==> config.mk <==
export PLATFORM = sky130hd
export DESIGN_NAME = fmt_decoder
export DESIGN_NICKNAME = d
export VERILOG_FILES = /design/src/rtl/fmt_pkg.sv /design/src/rtl/fmt_depth_decode.sv /design/src/rtl/fmt_line_window.sv /design/src/rtl/fmt_extent.sv /design/src/rtl/fmt_decoder.sv
export SDC_FILE = /design/constraint.sdc
export NUM_CORES = 1
export LEC_CHECK = 0
export CORE_MARGIN = 1.5
export CORE_UTILIZATION = 52
export CTS_CLUSTER_DIAMETER = 50
export CTS_CLUSTER_SIZE = 12
export DETAILED_ROUTE_END_ITERATION = 7
export PLACE_DENSITY = 0.73
export SETUP_SLACK_MARGIN = 0.1
export SYNTH_ARGS = -nofsm -noshare
export SYNTH_HDL_FRONTEND = slang
export SYNTH_SLANG_ARGS = --single-unit
==> constraint.sdc <==
create_clock -name clk -period 6.99 [get_ports clk]
set_input_delay 1.398 -clock clk [delete_from_list [all_inputs] [get_ports clk]]
set_output_delay 1.398 -clock clk [all_outputs]
set_load 0.05 [all_outputs]
==> src/rtl/fmt_pkg.sv <==
package fmt_pkg;
    typedef enum logic [1:0] {
        ST_IDLE,
        ST_DECODE,
        ST_SIZE,
        ST_ISSUE
    } fmt_state_t;

    localparam int          OFF_W      = 10;
    localparam int          HDR_SMALL  = 32;
    localparam int          HDR_LARGE  = 512;
    localparam logic [1:0]  LM_SUPPRESS = 2'd1;
    localparam logic [1:0]  LM_NO_HDR   = 2'd2;
endpackage

==> src/rtl/fmt_depth_decode.sv <==
module fmt_depth_decode
    import fmt_pkg::*;
(
    input  logic [2:0]       code,
    input  logic [1:0]       mode,
    output logic [2:0]       lg_bpp,
    output logic [OFF_W-1:0] offset
);
    always_comb begin
        unique case (code)
            3'd0:    lg_bpp = 3'd0;
            3'd1:    lg_bpp = 3'd1;
            3'd2:    lg_bpp = 3'd2;
            3'd3:    lg_bpp = 3'd3;
            default: lg_bpp = 3'd4;
        endcase
    end

    always_comb begin
        if (mode == LM_NO_HDR)
            offset = '0;
        else if (code >= 3'd3)
            offset = OFF_W'(HDR_LARGE);
        else
            offset = OFF_W'(HDR_SMALL);
    end
endmodule

==> src/rtl/fmt_line_window.sv <==
module fmt_line_window #(
    parameter int PIX_W = 11,
    parameter int SUB_W = 10
) (
    input  logic [PIX_W-1:0] height,
    input  logic             sub_en,
    input  logic             sub_first,
    input  logic [SUB_W-1:0] sub_line,
    output logic [PIX_W-1:0] first,
    output logic [PIX_W-1:0] count
);
    logic [PIX_W-1:0] n;
    assign n = PIX_W'(sub_line);

    always_comb begin
        first = '0;
        count = height;
        if (sub_en) begin
            if (sub_first) begin
                first = n;
                count = (n < height) ? (height - n) : '0;
            end else begin
                count = n;
            end
        end
    end
endmodule

==> src/rtl/fmt_extent.sv <==
module fmt_extent
    import fmt_pkg::*;
#(
    parameter int PIX_W = 11,
    parameter int BUF_W = 24
) (
    input  logic [PIX_W-1:0] width,
    input  logic [PIX_W-1:0] height,
    input  logic [2:0]       lg_bpp,
    input  logic [OFF_W-1:0] offset,
    input  logic [BUF_W-1:0] buf_bytes,
    output logic [PIX_W:0]   stride,
    output logic             overrun
);
    localparam int NEED_W = 2 * PIX_W + 4;
    localparam int CMP_W  = ((NEED_W > BUF_W) ? NEED_W : BUF_W) + 2;
    localparam int ROW_W  = PIX_W + 5;

    logic [CMP_W-1:0] area, need, limit;
    logic [ROW_W-1:0] row_bits;

    assign area     = CMP_W'(width) * CMP_W'(height);
    assign need     = ((area << lg_bpp) >> 3) + CMP_W'(offset);
    assign limit    = CMP_W'(buf_bytes) + CMP_W'(2);
    assign overrun  = need > limit;

    assign row_bits = ROW_W'(width) << lg_bpp;
    assign stride   = (PIX_W+1)'(row_bits >> 3);
endmodule

==> src/rtl/fmt_decoder.sv <==
module fmt_decoder
    import fmt_pkg::*;
#(
    parameter int PIX_W = 11,
    parameter int SUB_W = 10,
    parameter int BUF_W = 24
) (
    input  logic               clk,
    input  logic               rst_n,
    input  logic               frame_start,
    input  logic [15:0]        pal_word,
    input  logic [PIX_W-1:0]   width_px,
    input  logic [PIX_W-1:0]   height_px,
    input  logic [1:0]         load_mode,
    input  logic               sub_en,
    input  logic               sub_first,
    input  logic [SUB_W-1:0]   sub_line,
    input  logic [BUF_W-1:0]   buf_bytes,
    output logic               fetch_go,
    output logic               frame_skip,
    output logic               sync_err,
    output logic [4:0]         pix_bits,
    output logic [OFF_W-1:0]   data_offset,
    output logic [PIX_W:0]     stride,
    output logic [PIX_W-1:0]   first_line,
    output logic [PIX_W-1:0]   line_count
);
    fmt_state_t state, state_d;

    logic unused_word_bits;
    assign unused_word_bits = ^{pal_word[15], pal_word[11:0]};

    // captured frame description
    logic [2:0]       code_q;
    logic [PIX_W-1:0] w_q, h_q;
    logic [1:0]       mode_q;
    logic             sub_en_q, sub_first_q;
    logic [SUB_W-1:0] sub_line_q;
    logic [BUF_W-1:0] buf_q;

    // decoded layout
    logic [2:0]       lg_q, lg_d;
    logic [OFF_W-1:0] off_q, off_d;
    logic [PIX_W-1:0] first_q, first_d, count_q, count_d;
    logic [PIX_W:0]   stride_q, stride_d;
    logic             overrun_q, overrun_d;
    logic             is_skip;

    fmt_depth_decode u_depth (
        .code   (code_q),
        .mode   (mode_q),
        .lg_bpp (lg_d),
        .offset (off_d)
    );

    fmt_line_window #(.PIX_W(PIX_W), .SUB_W(SUB_W)) u_window (
        .height    (h_q),
        .sub_en    (sub_en_q),
        .sub_first (sub_first_q),
        .sub_line  (sub_line_q),
        .first     (first_d),
        .count     (count_d)
    );

    fmt_extent #(.PIX_W(PIX_W), .BUF_W(BUF_W)) u_extent (
        .width     (w_q),
        .height    (h_q),
        .lg_bpp    (lg_q),
        .offset    (off_q),
        .buf_bytes (buf_q),
        .stride    (stride_d),
        .overrun   (overrun_d)
    );

    // state register
    always_ff @(posedge clk) begin
        if (!rst_n) state <= ST_IDLE;
        else        state <= state_d;
    end

    // transitions
    always_comb begin
        state_d = state;
        unique case (state)
            ST_IDLE:   if (frame_start) state_d = ST_DECODE;
            ST_DECODE: state_d = ST_SIZE;
            ST_SIZE:   state_d = ST_ISSUE;
            ST_ISSUE:  state_d = ST_IDLE;
        endcase
    end

    // datapath registers
    always_ff @(posedge clk) begin
        if (!rst_n) begin
            code_q <= '0; w_q <= '0; h_q <= '0; mode_q <= '0;
            sub_en_q <= 1'b0; sub_first_q <= 1'b0; sub_line_q <= '0; buf_q <= '0;
            lg_q <= '0; off_q <= '0; first_q <= '0; count_q <= '0;
            stride_q <= '0; overrun_q <= 1'b0;
        end else begin
            if (state == ST_IDLE && frame_start) begin
                code_q      <= pal_word[14:12];
                w_q         <= width_px;
                h_q         <= height_px;
                mode_q      <= load_mode;
                sub_en_q    <= sub_en;
                sub_first_q <= sub_first;
                sub_line_q  <= sub_line;
                buf_q       <= buf_bytes;
            end
            if (state == ST_DECODE) begin
                lg_q    <= lg_d;
                off_q   <= off_d;
                first_q <= first_d;
                count_q <= count_d;
            end
            if (state == ST_SIZE) begin
                stride_q  <= stride_d;
                overrun_q <= overrun_d;
            end
        end
    end

    // outputs
    always_comb begin
        is_skip     = (mode_q == LM_SUPPRESS) || (lg_q == 3'd0);
        fetch_go    = (state == ST_ISSUE) && !is_skip && !overrun_q;
        frame_skip  = (state == ST_ISSUE) && is_skip;
        sync_err    = (state == ST_ISSUE) && !is_skip && overrun_q;
        pix_bits    = (lg_q == 3'd0) ? 5'd0 : (5'd1 << lg_q);
        data_offset = off_q;
        stride      = stride_q;
        first_line  = first_q;
        line_count  = count_q;
    end
endmodule

==> metrics.txt <==
Die Span X=154 microns; Skew-Pair Late Insertion Delay=0.35 ns; CP peak stage delay=0.55 ns; Die ar.=23600 sq um; Most Used Layer, Global Route=met2; failing checks=setup timing; Clock Pin Slew Worst Setup and Hold Paths=0.08 ns; Remaining Overflow, GRT=0; sequential fraction of the synthesis area=17.6%; Setup CP Type=register to register; Clock Skews=0.0110 ns; Core Area=22000 sq um; count of different cell masters after synthesis=80; met3 global-route usage=3.61%; worst rel slew slack=25.5%; Seq cells post-synth=104; post-DP HPWL=24.4 mm; Root Buffer=clkbuf_16; fin worst setup slack=-0.535 ns; Syn Inst Count=1481; share of layout cells above drive strength 1=17.8%; Final Cycle Share=108%; Tot GR Track Use=27.7%; # diodes=0; initial drt markers=720; crit path time final=7.52 ns; Starting Density=53.6%; Max Slew Vio Count=0; post-layout util=68.1%; Power Density=221 nW/um^2; Core Rows=54; Fin Hold WS=0.478 ns; Die Height=154 microns; ys async rst share=0%; Leak Pwr=0.00659 uW; FILL cells=1840; RSZ-0062 raised after global routing=yes; Setup crit end kind=register; Sinks on Clock Net=104; total number of vias=10900; number of antenna violations at the first check in global routing=0; Worst Path Arrival=7.77 ns; vias in the first global route=11200; Critical Path Most Common Cell=fa_1; post-DR wirelength/cell=16.3 microns; DR DRC count=0; io pins=131; Tot Pwr=3320 uW; Post-CTS Hold Fix Bufs=0; vias per std cell=5.58; number of enable flip-flop cells after synthesis=0; hold crit path type=register to register; CP required=7.23 ns; Final GP Congestion=0.869; clk buf depth=2; Ys Warns=0; final WL=31.9 mm; I/O Buffers=107; CTS H-tree lvls=3; # Max-Cap Violations=0; first-pass GRT wire length=53.9 mm; Crit-path slowest cell=fa_1; worst-margin pin slew=1.12 ns; met2 Use GR=47.4%; TNS Setup=-0.535 ns; Synth Cell Area=11800 sq um; CTS tree=done; upper clock frequency limit=0.133 GHz; Critical Path Fanout Max=6; Max rail drop VDD=0.000319 V; largest net degree at the start of global routing=107; met1 usage=37.2%; CTS Buf Count=9; outcome=finished with violations; startpoint type of the worst setup path=register; area added between synthesis and finish=27.0%; nets=1940; ys flop type=dfxtp_1; final hold viol count=0; Mapped Avg Cell Area=7.97 sq um; First-pass DRT Iterations=5; ANT nets after route=0; endpoints failing setup=1
kinds of logic (layout without fill, tap and decap cells):
family	count (synthesis)	after routing	synth area share (%)
adder cells (fa/ha/maj)	185	185	24.8
XOR/XNOR	61	61	4.72
AND/OR/NAND/NOR	521	521	21.1
flip-flops	104	104	17.6
AO/OA/AOI/OAI	331	331	20.2
multiplexers	42	42	3.65
buffers and inverters	236	427	7.94
other	1	10	0.0318
critical path, delay by kind of cell, from the launching register on:
| kind | cells | cell delay (ns) |
|---|---|---|
| fa+ha+maj | 8 | 3.30 |
| compound gates | 11 | 2.02 |
| simple gates | 6 | 0.72 |
| buf+inv | 5 | 0.58 |
| flops | 1 | 0.38 |
| mux | 1 | 0.20 |
| xor+xnor | 1 | 0.20 |
cell type report:
| type | count | area (sq um) | area share [%] |
|---|---|---|---|
| Clock buffer | 10 | 239 | 1.59 |
| Clock inverter | 6 | 85.1 | 0.567 |
| Inverter | 136 | 510 | 3.40 |
| Multi-Input combinational cell | 1150 | 9310 | 62.1 |
| Sequential cell | 104 | 2150 | 14.3 |
| Tap cell | 280 | 350 | 2.34 |
| Timing Repair Buffer | 275 | 2350 | 15.7 |
Yosys cell counts (10+ instances only):
master	number	area share, %
inv_1	135	4.3
and3_1	17	0.90
nor2b_1	31	1.6
o211a_1	10	0.85
and2_1	76	4.0
o211ai_1	24	1.5
a22oi_1	15	0.95
nand2_1	251	8.0
o21ai_0	38	1.6
dfxtp_1	104	18
mux2i_1	34	2.9
buf_4	10	0.64
xnor2_1	31	2.3
buf_1	10	0.32
fa_1	81	14
nand4_1	19	1.0
nor3_1	12	0.51
a21boi_0	69	4.4
a21o_1	14	0.89
xor2_1	28	2.1
nor2_1	62	2.0
a21oi_1	57	2.4
nand3_1	17	0.72
clkbuf_1	74	2.4
ha_1	104	11
o21a_1	14	0.89
flip-flops by register name (all words and copies together), names as in the netlist, 3 cells and up:
register and cells:
stride 12, code_q 3, first_line 10, sub_line_q 10, buf_q 24, lg_q 3, h_q 11, line_count 11
w_q 11
power breakdown:
| part | internal (uW) | switching [uW] | total [uW] |
|---|---|---|---|
| combinational | 827 | 1090 | 1910 |
| clock | 298 | 246 | 543 |
| sequential | 710 | 150 | 860 |
| total | 1830 | 1480 | 3320 |
through the flow:
| stage | setup slack, ns | cell area (sq um) | cells |
|---|---|---|---|
| final | -0.535 | 15000 | 1961 |
| after global routing | -0.862 | 15000 | 1961 |
| after CTS | -0.385 | 14800 | 1945 |
| after detailed placement | -0.500 | 14200 | 1920 |
| after global placement | -0.477 | 14200 | 1920 |
| after floorplan | -0.0584 | 12400 | 1490 |
routing by layer:
layer	part of all wire, %	vias up
li1	-	5383
met1	46	5236
met2	47	287
met3	5.3	38
met4	1.2	0
met5	0	-
path summary, 6_finish.rpt:
kind                                        startpoint                endpoint  slack, ns  cells past startpoint
worst min register to register  mode_q[0]$_SDFFE_PN0P_  mode_q[0]$_SDFFE_PN0P_       0.48                      2
worst max register to register     w_q[4]$_SDFFE_PN0P_  overrun_q$_SDFFE_PN0P_      -0.53                     32
worst min-delay path            mode_q[0]$_SDFFE_PN0P_  mode_q[0]$_SDFFE_PN0P_       0.48                      2
worst max-delay path               w_q[4]$_SDFFE_PN0P_  overrun_q$_SDFFE_PN0P_      -0.53                     32
repair_timing:
| action | 4_1_cts | 5_1_grt |
|---|---|---|
| endpoints found under the setup margin | 1 | 1 |
| pin swaps | 20 | 50 |
| gates resized for setup | 32 | 29 |
| buffers inserted | 9 | 16 |
placed cells by master, fill, tap and decap left out, drive strengths merged, types with 10 or more instances in the layout:
| cell type | n |
|---|---|
| nand2 | 251 |
| buf | 168 |
| inv | 139 |
| clkdlybuf4s50 | 106 |
| ha | 104 |
| dfxtp | 104 |
| fa | 81 |
| and2 | 76 |
| a21boi | 69 |
| nor2 | 62 |
| a21oi | 57 |
| o21ai | 48 |
| mux2i | 34 |
| xnor2 | 32 |
| nor2b | 31 |
| xor2 | 28 |
| o211ai | 24 |
| nand4 | 19 |
| nand3 | 17 |
| and3 | 17 |
| a22oi | 15 |
| a21o | 14 |
| o21a | 14 |
| nor3 | 12 |
| o211a | 11 |
| clkbuf | 11 |
| conb | 10 |
| a211oi | 10 |
No activity file was read; power rests on OpenSTA's default activity.
